--- src/rtl/lin_hdr_pkg.sv ---
`timescale 1ns/1ps
package lin_hdr_pkg;
  localparam int unsigned DATA_W  = 8;
  localparam int unsigned FRAME_W = DATA_W + 2;
  localparam logic [DATA_W-1:0] SYNC_BYTE = 8'h55;

  typedef enum logic [2:0] {
    ST_IDLE,
    ST_BRK,
    ST_DLM,
    ST_SYNC,
    ST_PID
  } hdr_state_e;
endpackage

--- src/rtl/lin_hdr_pid.sv ---
`timescale 1ns/1ps
module lin_hdr_pid
  import lin_hdr_pkg::*;
(
  input  logic [DATA_W-1:0] id_i,
  input  logic              par_en_i,
  output logic [DATA_W-1:0] pid_o
);
  logic p0, p1;

  always_comb begin
    p0 = id_i[0] ^ id_i[1] ^ id_i[2] ^ id_i[4];
    p1 = ~(id_i[1] ^ id_i[3] ^ id_i[4] ^ id_i[5]);
    if (par_en_i) pid_o = {p1, p0, id_i[5:0]};
    else          pid_o = id_i;
  end
endmodule

--- src/rtl/lin_hdr_cfg.sv ---
`timescale 1ns/1ps
module lin_hdr_cfg
  import lin_hdr_pkg::*;
#(
  parameter int unsigned DLM_W = 2,
  parameter int unsigned SEL_W = 2
) (
  input  logic              clk_i,
  input  logic              rst_ni,
  input  logic              load_i,
  input  logic              busy_i,
  input  logic [SEL_W-1:0]  sel_i,
  input  logic [DLM_W-1:0]  dlm_i,
  input  logic [DATA_W-1:0] pid_i,
  output logic [SEL_W-1:0]  sel_o,
  output logic [DLM_W-1:0]  dlm_o,
  output logic [DATA_W-1:0] pid_o
);
  logic [SEL_W-1:0]  sel_q;
  logic [DLM_W-1:0]  dlm_q;
  logic [DATA_W-1:0] pid_q;

  always_ff @(posedge clk_i or negedge rst_ni) begin
    if (!rst_ni) begin
      sel_q <= '0;
      dlm_q <= '0;
      pid_q <= '0;
    end else if (load_i) begin
      sel_q <= sel_i;
      dlm_q <= dlm_i;
      pid_q <= pid_i;
    end
  end

  assign sel_o = sel_q;
  assign dlm_o = dlm_q;
  assign pid_o = pid_q;


  cfg_hold_chk: assert property (@(posedge clk_i) disable iff (!rst_ni)
    busy_i |=> ($stable(pid_q) && $stable(sel_q) && $stable(dlm_q)));


  load_idle_chk: assert property (@(posedge clk_i) disable iff (!rst_ni)
    load_i |-> !busy_i);
endmodule

--- src/rtl/lin_hdr_seq.sv ---
`timescale 1ns/1ps
module lin_hdr_seq
  import lin_hdr_pkg::*;
#(
  parameter int unsigned BRK_W   = 4,
  parameter int unsigned DLM_W   = 2,
  parameter int unsigned SEL_W   = 2,
  parameter int unsigned BRK_MIN = 9,
  parameter int unsigned BRK_MAX = 14
) (
  input  logic              clk_i,
  input  logic              rst_ni,
  input  logic              tick_i,
  input  logic              start_i,
  input  logic [BRK_W-1:0]  brk_len_i,
  input  logic [DLM_W-1:0]  dlm_i,
  input  logic [SEL_W-1:0]  sel_i,
  input  logic [DATA_W-1:0] pid_i,
  output logic              load_o,
  output logic              busy_o,
  output logic              tx_o,
  output logic              done_o
);
  localparam int unsigned FRM_CW = $clog2(FRAME_W);
  localparam int unsigned CNT_W  = (BRK_W > FRM_CW) ? BRK_W : FRM_CW;
  localparam logic [BRK_W-1:0] BRK_LO   = BRK_W'(BRK_MIN);
  localparam logic [BRK_W-1:0] BRK_HI   = BRK_W'(BRK_MAX);
  localparam logic [CNT_W-1:0] FRM_LAST = CNT_W'(FRAME_W - 1);
  localparam logic [CNT_W-1:0] CNT_ONE  = CNT_W'(1);

  hdr_state_e         state_q, state_d;
  logic [CNT_W-1:0]   cnt_q, cnt_d;
  logic [FRAME_W-1:0] frame_q, frame_d;
  logic               tx_q, tx_d;
  logic               done_q, done_d;
  logic [BRK_W-1:0]   brk_eff;
  logic               cnt_zero;

  // out-of-range break codes are pinned to the legal window
  always_comb begin
    if (brk_len_i < BRK_LO)      brk_eff = BRK_LO;
    else if (brk_len_i > BRK_HI) brk_eff = BRK_HI;
    else                         brk_eff = brk_len_i;
  end

  assign cnt_zero = (cnt_q == '0);

  always_comb begin
    state_d = state_q;
    cnt_d   = cnt_q;
    frame_d = frame_q;
    done_d  = 1'b0;
    unique case (state_q)
      ST_IDLE: begin
        if (start_i) begin
          state_d = ST_BRK;
          cnt_d   = CNT_W'(brk_eff);
        end
      end
      ST_BRK: begin
        if (tick_i) begin
          if (cnt_zero) begin
            state_d = ST_DLM;
            cnt_d   = CNT_W'(dlm_i);
          end else begin
            cnt_d = cnt_q - CNT_ONE;
          end
        end
      end
      ST_DLM: begin
        if (tick_i) begin
          if (!cnt_zero) begin
            cnt_d = cnt_q - CNT_ONE;
          end else if (sel_i == '0) begin
            state_d = ST_IDLE;
            done_d  = 1'b1;
          end else begin
            state_d = ST_SYNC;
            frame_d = {1'b1, SYNC_BYTE, 1'b0};
            cnt_d   = FRM_LAST;
          end
        end
      end
      ST_SYNC, ST_PID: begin
        if (tick_i) begin
          frame_d = {1'b1, frame_q[FRAME_W-1:1]};
          if (!cnt_zero) begin
            cnt_d = cnt_q - CNT_ONE;
          end else if (state_q == ST_SYNC && sel_i[1]) begin
            state_d = ST_PID;
            frame_d = {1'b1, pid_i, 1'b0};
            cnt_d   = FRM_LAST;
          end else begin
            state_d = ST_IDLE;
            done_d  = 1'b1;
          end
        end
      end
      default: state_d = ST_IDLE;
    endcase
  end

  // line level taken from next state so tx_o comes straight off a flop
  always_comb begin
    unique case (state_d)
      ST_IDLE: tx_d = 1'b1;
      ST_BRK:  tx_d = 1'b0;
      ST_DLM:  tx_d = 1'b1;
      default: tx_d = frame_d[0];
    endcase
  end

  always_ff @(posedge clk_i or negedge rst_ni) begin
    if (!rst_ni) begin
      state_q <= ST_IDLE;
      cnt_q   <= '0;
      frame_q <= '1;
      tx_q    <= 1'b1;
      done_q  <= 1'b0;
    end else begin
      state_q <= state_d;
      cnt_q   <= cnt_d;
      frame_q <= frame_d;
      tx_q    <= tx_d;
      done_q  <= done_d;
    end
  end

  assign load_o = (state_q == ST_IDLE) && start_i;
  assign busy_o = (state_q != ST_IDLE);
  assign tx_o   = tx_q;
  assign done_o = done_q;


  done_pulse_chk: assert property (@(posedge clk_i) disable iff (!rst_ni)
    done_o |=> !done_o);


  done_after_tick_chk: assert property (@(posedge clk_i) disable iff (!rst_ni)
    done_o |-> ($past(tick_i) && tx_o && !busy_o));


  tx_hold_chk: assert property (@(posedge clk_i) disable iff (!rst_ni)
    (!$past(tick_i) && !$past(start_i)) |-> $stable(tx_o));


  brk_range_chk: assert property (@(posedge clk_i) disable iff (!rst_ni)
    (state_q == ST_BRK) |-> (cnt_q <= CNT_W'(BRK_MAX)));


  brk_low_chk: assert property (@(posedge clk_i) disable iff (!rst_ni)
    (state_q == ST_BRK) |-> !tx_o);


  idle_line_chk: assert property (@(posedge clk_i) disable iff (!rst_ni)
    (state_q == ST_IDLE) |-> tx_o);
endmodule

--- src/rtl/lin_hdr_gen.sv ---
`timescale 1ns/1ps
module lin_hdr_gen
  import lin_hdr_pkg::*;
#(
  parameter int unsigned BRK_W   = 4,
  parameter int unsigned DLM_W   = 2,
  parameter int unsigned SEL_W   = 2,
  parameter int unsigned BRK_MIN = 9,
  parameter int unsigned BRK_MAX = 14
) (
  input  logic              clk_i,
  input  logic              rst_ni,
  input  logic              tick_i,
  input  logic              start_i,
  input  logic [SEL_W-1:0]  sel_i,
  input  logic [BRK_W-1:0]  brk_len_i,
  input  logic [DLM_W-1:0]  dlm_len_i,
  input  logic [DATA_W-1:0] id_i,
  input  logic              par_en_i,
  output logic              tx_o,
  output logic              done_o
);
  logic              load, busy;
  logic [DATA_W-1:0] pid_raw, pid_q;
  logic [SEL_W-1:0]  sel_q;
  logic [DLM_W-1:0]  dlm_q;

  lin_hdr_pid u_pid (
    .id_i     (id_i),
    .par_en_i (par_en_i),
    .pid_o    (pid_raw)
  );

  lin_hdr_cfg #(.DLM_W(DLM_W), .SEL_W(SEL_W)) u_cfg (
    .clk_i  (clk_i),
    .rst_ni (rst_ni),
    .load_i (load),
    .busy_i (busy),
    .sel_i  (sel_i),
    .dlm_i  (dlm_len_i),
    .pid_i  (pid_raw),
    .sel_o  (sel_q),
    .dlm_o  (dlm_q),
    .pid_o  (pid_q)
  );

  lin_hdr_seq #(
    .BRK_W(BRK_W), .DLM_W(DLM_W), .SEL_W(SEL_W),
    .BRK_MIN(BRK_MIN), .BRK_MAX(BRK_MAX)
  ) u_seq (
    .clk_i     (clk_i),
    .rst_ni    (rst_ni),
    .tick_i    (tick_i),
    .start_i   (start_i),
    .brk_len_i (brk_len_i),
    .dlm_i     (dlm_q),
    .sel_i     (sel_q),
    .pid_i     (pid_q),
    .load_o    (load),
    .busy_o    (busy),
    .tx_o      (tx_o),
    .done_o    (done_o)
  );
endmodule

--- config.mk ---
export PLATFORM = sky130hd
export DESIGN_NAME = lin_hdr_gen
export DESIGN_NICKNAME = d
export VERILOG_FILES = /design/src/rtl/lin_hdr_pkg.sv /design/src/rtl/lin_hdr_pid.sv /design/src/rtl/lin_hdr_cfg.sv /design/src/rtl/lin_hdr_seq.sv /design/src/rtl/lin_hdr_gen.sv
export SDC_FILE = /design/constraint.sdc
export NUM_CORES = 1
export LEC_CHECK = 0
export BUFFER_PORTS_ARGS = -buffer_cell sky130_fd_sc_hd__buf_2
export CAP_MARGIN = 20
export CELL_PAD_IN_SITES_DETAIL_PLACEMENT = 1
export CELL_PAD_IN_SITES_GLOBAL_PLACEMENT = 1
export CORE_MARGIN = 2
export CORE_UTILIZATION = 30
export DETAILED_ROUTE_END_ITERATION = 8
export PLACE_DENSITY_LB_ADDON = 0.15
export SLEW_MARGIN = 5
export SYNTH_ARGS = -nofsm -noshare
export SYNTH_HDL_FRONTEND = slang
export SYNTH_HIERARCHICAL = 1
export SYNTH_SLANG_ARGS = --single-unit
--- constraint.sdc ---
create_clock -name clk_i -period 4.57 [get_ports clk_i]
set_input_delay 0.2285 -clock clk_i [delete_from_list [all_inputs] [get_ports clk_i]]
set_output_delay 0.2285 -clock clk_i [all_outputs]
set_load 0.05 [all_outputs]
==> impl_metrics.prom, run 1 <==
# TYPE chip_impl_metric gauge
chip_impl_info{name="status",value="complete, but fails checks"} 1
chip_impl_info{name="failed_checks",value="hold timing"} 1
chip_impl_metric{name="ys_ff_latch",unit=""} 31
chip_impl_metric{name="internal_dissipation",unit="µW"} 893
chip_impl_metric{name="seqPwrFrac",unit=""} 0.403
chip_impl_metric{name="die-area",unit="µm²"} 6990
chip_impl_metric{name="i_o_buffers",unit=""} 22
chip_impl_metric{name="setup_total_negative_slack",unit="ns"} 0
chip_impl_metric{name="fin_crit_sh",unit=""} 0.505
chip_impl_metric{name="vdd_ir_drop_max",unit="µV"} 212
chip_impl_metric{name="floorplan.die.height",unit="µm"} 83.6
chip_impl_metric{name="final-instance-count-excl-fill",unit=""} 264
chip_impl_metric{name="core_area",unit="µm²"} 6240
chip_impl_info{name="critical_path.startpoint",value="u_seq/cnt_q[0]"} 1
chip_impl_metric{name="final_area",unit="µm²"} 2150
chip_impl_metric{name="postCtsHoldBufs",unit=""} 0
chip_impl_metric{name="comb_power_share",unit=""} 0.355
chip_impl_metric{name="antenna_found_initial",unit=""} 0
chip_impl_info{name="criticalPathCategory",value="flip-flop to flip-flop"} 1
chip_impl_metric{name="dpl_cell_area",unit="µm²"} 2010
chip_impl_info{name="grt_setup_unrepaired",value="false"} 1
chip_impl_info{name="critPathCaptureType",value="flip-flop"} 1
chip_impl_metric{name="post_synth.cell_area_avg",unit="µm²"} 11.1
chip_impl_metric{name="cp_data_arrival_time",unit="ns"} 2.47
chip_impl_metric{name="synthesis.nets",unit=""} 194
chip_impl_metric{name="power_per_cell_area",unit="nW/µm²"} 620
chip_impl_metric{name="detail_route.iter0.violations",unit=""} 49
chip_impl_metric{name="gp_routability_congestion",unit=""} 0.782
chip_impl_metric{name="drt_wl_total",unit="µm"} 4510
chip_impl_metric{name="dp.final_hpwl",unit="µm"} 3370
chip_impl_metric{name="switching_share",unit=""} 0.329
chip_impl_metric{name="post_cts_resized",unit=""} 0
chip_impl_metric{name="setup.reg_to_reg.worst_slack",unit="ns"} 2.26
chip_impl_metric{name="total_leakage_power",unit="nW"} 0.874
chip_impl_metric{name="layout.area.seq",unit="µm²"} 790
chip_impl_info{name="cts_root_buffer",value="clkbuf_8"} 1
chip_impl_metric{name="grt_util_all_layers",unit=""} 0.135
chip_impl_metric{name="finClkSkew",unit="ns"} 0.00396
chip_impl_info{name="grt.busiest_layer",value="met2"} 1
chip_impl_metric{name="via_per_inst",unit=""} 5.25
chip_impl_metric{name="area_delta_synth_final",unit="%"} 12.9
chip_impl_metric{name="grt_use_met3",unit=""} 0.0277
chip_impl_metric{name="crit_path_max_incr_delay",unit="ns"} 0.56
chip_impl_metric{name="grt_first_pass_wirelength",unit="µm"} 7550
chip_impl_metric{name="req_time_crit_path",unit="ns"} 4.74
chip_impl_metric{name="timing.final.hold_violations",unit=""} 4
chip_impl_info{name="tritoncts",value="yes"} 1
chip_impl_metric{name="num_io_pins",unit=""} 23
chip_impl_metric{name="place.detailed.instances",unit=""} 256
chip_impl_metric{name="route.antenna.remaining_nets",unit=""} 0
chip_impl_info{name="reg2reg_to",value="u_seq/cnt_q[1]"} 1
chip_impl_metric{name="ys_types",unit=""} 52
chip_impl_metric{name="cts_num_sinks",unit=""} 31
chip_impl_metric{name="power_frac_clock",unit=""} 0.242
chip_impl_metric{name="ys.warnings.count",unit=""} 6
chip_impl_metric{name="detailroute.via_count",unit=""} 1386
chip_impl_metric{name="timing_worst_slew_pin_value",unit="ns"} 0.861
chip_impl_metric{name="cts_post_setup_buffers_inserted",unit=""} 0
chip_impl_metric{name="netSwitchingPower",unit="µW"} 438
chip_impl_metric{name="drc",unit=""} 0
chip_impl_metric{name="clkTransAtPathRegs",unit="ns"} 0.07
chip_impl_metric{name="h-tree-depth",unit=""} 2
chip_impl_metric{name="layout.nets",unit=""} 209
chip_impl_metric{name="max-clock-path-buffers",unit=""} 2
chip_impl_metric{name="synth.yosys.seq_area_share",unit=""} 0.415
chip_impl_info{name="most-common-layout-cells",value="buf_2, dfrtp_1, mux2_4"} 1
chip_impl_metric{name="std_cell_rows",unit=""} 29
chip_impl_metric{name="fmaxAchievable",unit="MHz"} 433
chip_impl_metric{name="layout-drive-gt1-share",unit=""} 0.321
chip_impl_info{name="critical_path.cell_chain",value="inv_1, ha_1, or3b_1, nor4_4, o32a_4, mux2_4"} 1
chip_impl_metric{name="cp_max_fo",unit=""} 7
chip_impl_metric{name="grt-ovfl-total",unit=""} 0
chip_impl_metric{name="drv_slew",unit=""} 0
chip_impl_metric{name="floorplan.die.width",unit="µm"} 83.6
chip_impl_info{name="mostFrequentLayoutCell",value="buf_2"} 1
chip_impl_info{name="crit_path_end",value="u_seq/cnt_q[1]"} 1
chip_impl_metric{name="post-route-util",unit=""} 0.344
chip_impl_metric{name="design_power_total",unit="mW"} 1.33
chip_impl_metric{name="multi_input_comb_area",unit="µm²"} 992
chip_impl_metric{name="max_slew_margin",unit=""} 0.421
chip_impl_metric{name="worst_hold_slack",unit="ns"} -0.00292
chip_impl_info{name="crit_path_top_delay_cell",value="or3b_1"} 1
chip_impl_metric{name="antenna_fix_cells",unit=""} 0
chip_impl_metric{name="first_pass_iters",unit=""} 4
chip_impl_metric{name="timing.final.ws_setup",unit="ns"} 2.26
chip_impl_metric{name="initial_utilization",unit=""} 0.305
chip_impl_metric{name="finalSetupViolations",unit=""} 0
chip_impl_metric{name="use_met1",unit=""} 0.167
chip_impl_metric{name="timing.reg2reg.worst_path_depth",unit=""} 6
chip_impl_metric{name="clock_latency_late_sink",unit="ns"} 0.28
chip_impl_metric{name="place_ws",unit="ns"} 2.28
chip_impl_metric{name="grt_pass1_vias",unit=""} 1507
chip_impl_info{name="regToRegStartpoint",value="u_seq/cnt_q[0]"} 1
chip_impl_metric{name="filler_cell_count",unit=""} 703
chip_impl_info{name="start_kind",value="flip-flop"} 1
chip_impl_metric{name="wl_per_cell",unit="µm"} 17.1
chip_impl_metric{name="syn_inst",unit=""} 171
chip_impl_metric{name="max-cap-violations",unit=""} 0
chip_impl_metric{name="cts_buffers",unit=""} 5
chip_impl_metric{name="final_period_minus_worst_setup_slack",unit="ns"} 2.31
chip_impl_metric{name="grt_max_degree",unit=""} 32
chip_impl_metric{name="syn_area",unit="µm²"} 1900
chip_impl_metric{name="global_route.usage.met2",unit=""} 0.239
chip_impl_info{name="hold_path.class",value="primary input to asynchronous set/reset pin"} 1
## critical path: cells and delay by family (launching register included)
kind                       cells  cell delay, ns
adders and majority gates      1            0.22
AOI/OAI and AO/OA              1            0.25
muxes                          1            0.30
and+or+nand+nor                2            0.91
DFF                            1            0.40
buffers and inverters          1            0.11
## area by class of cell
cell class	count	area share
flip-flops and latches	31	0.368
clock inverters	2	0.0280
inverters	7	0.0122
well taps	77	0.0449
multi-input cells	119	0.462
clock buffers	6	0.0338
repair buffers	22	0.0513
## cells in the mapped netlist (all sizes together)
cell      n  area share
dfrtp    20        0.26
mux2     15        0.11
buf      11       0.043
dfstp    11        0.15
mux2i     9       0.047
nor2      9       0.022
nand2     8       0.016
inv       7       0.014
o21ai     7       0.018
a21oi     5       0.013
o2bb2ai   5       0.023
xnor2     5       0.027
a2bb2oi   4       0.018
nor2b     4       0.013
or3       4       0.013
a22oi     3       0.012
clkbuf    3      0.0059
nand3b    3       0.012
nor3b     3       0.012
ha        2       0.013
nand2b    2      0.0066
nand4     2      0.0066
nor4      2       0.014
o211ai    2      0.0079
o221ai    2      0.0092
o22ai     2      0.0066
o31ai     2      0.0079
or3b      2      0.0092
a211o     1      0.0046
a21o      1      0.0039
a221oi    1      0.0046
and3      1      0.0033
and3b     1      0.0046
nand3     1      0.0026
nand4b    1      0.0046
nand4bb   1      0.0059
nor3      1      0.0026
o2111ai   1      0.0046
o211a     1      0.0053
o21a      1      0.0039
o21bai    1      0.0039
o221a     1      0.0059
o31a      1      0.0046
o32a      1       0.012
or4       1      0.0039
## kinds of logic (layout without fill, tap and decap cells)
family,Yosys count,in the layout,synth area share
xor gates and xnor gates,5,5,0.0270
muxes,24,24,0.160
AOI/OAI and AO/OA,42,42,0.170
and+or+nand+nor,46,46,0.152
buffers and inverters,21,37,0.0632
DFF,31,31,0.415
adders and majority gates,2,2,0.0132
## metal layers
metal	vias to the layer above	wire (µm)
met4	0	50
met1	701	2040
met5	-	0
met3	5	129
met2	22	2290
li1	658	-
## power groups by stage
stage               Sequential [mW]  Clock [mW]  Combinational (mW)
floorplan                     0.503           0               0.396
global placement              0.536           0               0.465
detailed placement            0.539           0               0.476
CTS                           0.537       0.330               0.478
global route                  0.557       0.342               0.519
finish                        0.536       0.323               0.472
## worst min path at each step
stage	to	slack, ns	cells after the start
after CTS	u_seq/state_q[2]	0.01	1
final	u_seq/state_q[2]	-0.003	1
after detailed placement	u_seq/state_q[2]	0.32	1
after global placement	u_seq/state_q[2]	0.32	1
after floorplan	u_cfg/dlm_o[0]	-0.07	0
after global routing	u_cfg/sel_o[0]	0.05	1
## registers in the layout, summed over array words and instances, names as in the netlist
name and count:
u_seq/frame_q 10, u_cfg/pid_o 8, u_seq/done_o 1, u_seq/state_q 3, u_cfg/dlm_o 2, u_seq/tx_o 1, u_seq/cnt_q 4, u_cfg/sel_o 2
(Power assumes the default switching activity.)
==> run 2, diff against run 1 <==
--- a/config.mk
+++ b/config.mk
@@ -5,6 +5,7 @@
 export SDC_FILE = /design/constraint.sdc
 export NUM_CORES = 1
 export LEC_CHECK = 0
+export ABC_AREA = 1
 export BUFFER_PORTS_ARGS = -buffer_cell sky130_fd_sc_hd__buf_2
 export CAP_MARGIN = 20
 export CELL_PAD_IN_SITES_DETAIL_PLACEMENT = 1
==> constraint.sdc (replaced) <==
create_clock -name clk_i -period 2.1 [get_ports clk_i]
set_input_delay 0.105 -clock clk_i [delete_from_list [all_inputs] [get_ports clk_i]]
set_output_delay 0.105 -clock clk_i [all_outputs]
set_load 0.05 [all_outputs]
==> run 2 against run 1 <==
  * The flow now finishes without violations
  * Largest cell class unchanged
  * Non-clock buffer count rose by 1
  * Register-to-register slack got worse by 1.9 ns
  * Area after synthesis is 0.99% lower
  * Critical path depth did not move
  * Critical endpoint is now u_cfg/pid_o[3]
  * Sequential share of layout area is 0.77 points higher
==> impl_metrics.prom, run 2 <==
# TYPE chip_impl_metric gauge
chip_impl_metric{name="cts_num_sinks",unit=""} 31
chip_impl_metric{name="core_area",unit="µm²"} 5990
chip_impl_info{name="hold_path.class",value="primary input to flip-flop"} 1
chip_impl_metric{name="gp_routability_congestion",unit=""} 0.777
chip_impl_metric{name="via_per_inst",unit=""} 4.50
chip_impl_metric{name="i_o_buffers",unit=""} 22
chip_impl_metric{name="timing.final.hold_violations",unit=""} 0
chip_impl_metric{name="drv_slew",unit=""} 0
chip_impl_info{name="critPathCaptureType",value="flip-flop"} 1
chip_impl_metric{name="detailroute.via_count",unit=""} 1678
chip_impl_metric{name="worst_hold_slack",unit="ns"} 0.0201
chip_impl_metric{name="largest_register_ffs",unit=""} 10
chip_impl_metric{name="yosys.area.top_type_share",unit=""} 0.266
chip_impl_metric{name="clkTransAtPathRegs",unit="ns"} 0.07
chip_impl_metric{name="floorplan.die.height",unit="µm"} 83.2
chip_impl_metric{name="grt_max_degree",unit=""} 32
chip_impl_info{name="cts_root_buffer",value="clkbuf_8"} 1
chip_impl_metric{name="final_area",unit="µm²"} 2100
chip_impl_metric{name="grt-ovfl-total",unit=""} 0
chip_impl_metric{name="synth.mux.area_fraction",unit=""} 0
chip_impl_metric{name="max-clock-path-buffers",unit=""} 2
chip_impl_metric{name="multi_input_comb_area",unit="µm²"} 851
chip_impl_metric{name="setup_total_negative_slack",unit="ns"} 0
chip_impl_metric{name="ys_types",unit=""} 23
chip_impl_info{name="mostFrequentLayoutCell",value="nand2_1"} 1
chip_impl_metric{name="max_slew_margin",unit=""} 0.515
chip_impl_metric{name="fmaxAchievable",unit="MHz"} 581
chip_impl_info{name="criticalPathCategory",value="flip-flop to flip-flop"} 1
chip_impl_metric{name="dp.final_hpwl",unit="µm"} 3440
chip_impl_metric{name="first_pass_iters",unit=""} 4
chip_impl_metric{name="wl_per_cell",unit="µm"} 11.6
chip_impl_info{name="post-synth-top-count-cell",value="nand2_1"} 1
chip_impl_metric{name="cp_max_fo",unit=""} 13
chip_impl_metric{name="cts_post_setup_buffers_inserted",unit=""} 0
chip_impl_metric{name="timing.final.ws_setup",unit="ns"} 0.380
chip_impl_metric{name="route.antenna.remaining_nets",unit=""} 0
chip_impl_metric{name="finalSetupViolations",unit=""} 0
chip_impl_metric{name="fin_crit_sh",unit=""} 0.819
chip_impl_info{name="crit_path_top_delay_cell",value="dfrtp_1"} 1
chip_impl_metric{name="req_time_crit_path",unit="ns"} 2.27
chip_impl_metric{name="synth-xor-area-share",unit=""} 0.00930
chip_impl_metric{name="yosys.area_share.simple",unit=""} 0.350
chip_impl_metric{name="dpl_cell_area",unit="µm²"} 2010
chip_impl_metric{name="h-tree-depth",unit=""} 2
chip_impl_metric{name="ys.warnings.count",unit=""} 6
chip_impl_metric{name="std_cell_rows",unit=""} 28
chip_impl_metric{name="postCtsHoldBufs",unit=""} 1
chip_impl_metric{name="place.detailed.instances",unit=""} 364
chip_impl_metric{name="yosys.area_share.adder",unit=""} 0.0133
chip_impl_metric{name="post_synth.cell_area_avg",unit="µm²"} 6.82
chip_impl_metric{name="num_io_pins",unit=""} 23
chip_impl_info{name="largest_family_of_logic_cells_by_synthesized_area",value="simple AND/OR/NAND/NOR gates"} 1
chip_impl_metric{name="cp_data_arrival_time",unit="ns"} 1.89
chip_impl_metric{name="synth_compound_area_frac",unit=""} 0.0791
chip_impl_metric{name="critPathBufInv",unit=""} 2
chip_impl_info{name="status",value="completed"} 1
chip_impl_metric{name="final_period_minus_worst_setup_slack",unit="ns"} 1.72
chip_impl_metric{name="crit_path_max_incr_delay",unit="ns"} 0.42
chip_impl_metric{name="floorplan.die.width",unit="µm"} 83.2
chip_impl_metric{name="post-route-util",unit=""} 0.351
chip_impl_metric{name="place_ws",unit="ns"} 0.372
chip_impl_metric{name="total_leakage_power",unit="nW"} 1.20
chip_impl_metric{name="drt_wl_total",unit="µm"} 4330
chip_impl_metric{name="layout-drive-gt1-share",unit=""} 0.181
chip_impl_metric{name="synth-edff-count",unit=""} 0
chip_impl_info{name="ys_top_cells_by_area",value="dfrtp_1, nand2_1, dfstp_2"} 1
chip_impl_info{name="start_kind",value="flip-flop"} 1
chip_impl_info{name="yosysTopAreaCell",value="dfrtp_1"} 1
chip_impl_metric{name="finClkSkew",unit="ns"} 0.00496
chip_impl_info{name="synth_commonest_cells",value="nand2_1, inv_1, dfrtp_1"} 1
chip_impl_metric{name="synth_async_sr_flop_share",unit=""} 1.00
chip_impl_info{name="yosys_most_used_dff",value="dfrtp_1"} 1
chip_impl_info{name="most-common-layout-cells",value="nand2_1, inv_1, buf_2"} 1
chip_impl_metric{name="layout.nets",unit=""} 320
chip_impl_metric{name="max-cap-violations",unit=""} 0
chip_impl_metric{name="synth.yosys.seq_area_share",unit=""} 0.419
chip_impl_metric{name="layout.area.seq",unit="µm²"} 790
chip_impl_metric{name="syn_inst",unit=""} 276
chip_impl_metric{name="antenna_fix_cells",unit=""} 0
chip_impl_metric{name="power_per_cell_area",unit="nW/µm²"} 1290
chip_impl_metric{name="drc",unit=""} 0
chip_impl_metric{name="grt_pass1_vias",unit=""} 1689
chip_impl_metric{name="antenna_found_initial",unit=""} 0
chip_impl_metric{name="filler_cell_count",unit=""} 787
chip_impl_metric{name="grt_first_pass_wirelength",unit="µm"} 7820
chip_impl_metric{name="clock_latency_late_sink",unit="ns"} 0.28
chip_impl_metric{name="cts_buffers",unit=""} 5
chip_impl_metric{name="design_power_total",unit="mW"} 2.71
chip_impl_info{name="grt_setup_unrepaired",value="false"} 1
chip_impl_metric{name="syn_area",unit="µm²"} 1880
chip_impl_info{name="regMostFlops",value="u_seq/frame_q"} 1
chip_impl_metric{name="timing_worst_slew_pin_value",unit="ns"} 0.727
chip_impl_info{name="path_delay_family",value="simple AND/OR/NAND/NOR gates"} 1
chip_impl_metric{name="final-instance-count-excl-fill",unit=""} 373
chip_impl_metric{name="grt_util_all_layers",unit=""} 0.138
chip_impl_info{name="worst_path_most_repeated_cell",value="nand2_1"} 1
chip_impl_metric{name="post_cts_resized",unit=""} 0
chip_impl_metric{name="ys_ff_latch",unit=""} 31
chip_impl_metric{name="initial_utilization",unit=""} 0.314
chip_impl_info{name="critical_path.cell_chain",value="nor2_1, nand3_1, inv_1, inv_2, nand2_1, nand2_1"} 1
chip_impl_metric{name="die-area",unit="µm²"} 6930
chip_impl_metric{name="synthesis.nets",unit=""} 299
chip_impl_metric{name="area_delta_synth_final",unit="%"} 11.7
chip_impl_metric{name="detail_route.iter0.violations",unit=""} 46
chip_impl_metric{name="vdd_ir_drop_max",unit="µV"} 410
chip_impl_info{name="tritoncts",value="yes"} 1
-- run 2: cell count changes after synthesis, sizes merged, moves of 4 or more --
cell	delta
mux2	-15
nor2b	-4
xnor2	-4
nand3	+18
a2bb2oi	-4
nor2	+6
o2bb2ai	-5
a21oi	+5
or3	-4
nand2	+115
inv	+37
mux2i	-9
o21ai	+8
-- run 2: final timing paths --
kind                                  startpoint               end  slack, ns  depth (start not counted)
worst min register to register  u_seq/frame_q[9]  u_seq/frame_q[9]       0.47                          2
worst max-delay path            u_seq/state_q[2]    u_cfg/pid_o[3]       0.38                          6
max in group asynchronous                 rst_ni    u_cfg/pid_o[1]       1.21                          2
min in group asynchronous                 rst_ni    u_seq/cnt_q[2]       0.40                          2
worst max register to register  u_seq/state_q[2]    u_cfg/pid_o[3]       0.38                          6
worst min-delay path                dlm_len_i[1]    u_cfg/dlm_o[1]       0.02                          3
-- run 2: kinds of logic after synthesis --
group,count (synthesis)
adder cells (fa/ha/maj),2
XOR/XNOR,2
AND/OR/NAND/NOR,161
buffers and inverters,53
flip-flops,31
AO/OA/AOI/OAI,27
-- run 2: where the power goes --
group	total (mW)	internal, mW	leakage, nW	switching, mW
logic	1.19	0.402	0.797	0.792
registers	1.07	0.901	0.365	0.164
clock network	0.456	0.232	0.0422	0.223
-- run 2: area by class of cell --
class                   instances  share of cell area
repair buffers                 23              0.0571
multi-input cells             192               0.405
inverters                      44              0.0797
clock buffers                   7              0.0363
well taps                      75              0.0446
flip-flops and latches         31               0.375
clock inverters                 1             0.00238
-- run 2: worst register-to-register path, cell delays in order, from the launching register on --
cell and delay, ns:
dfrtp_1 0.42, nor2_1 0.24, nand3_1 0.24, inv_1 0.37, inv_2 0.19, nand2_1 0.10, nand2_1 0.04
-- run 2: layer usage --
| metal | share of wire | up-vias | track usage | wire, µm |
|---|---|---|---|---|
| met5 | 0 | - | 0 | 0 |
| met4 | 0.020 | 0 | 0.0581 | 87 |
| met3 | 0.028 | 6 | 0.0268 | 121 |
| met2 | 0.43 | 23 | 0.218 | 1850 |
| met1 | 0.52 | 771 | 0.185 | 2270 |
| li1 | - | 878 | - | - |
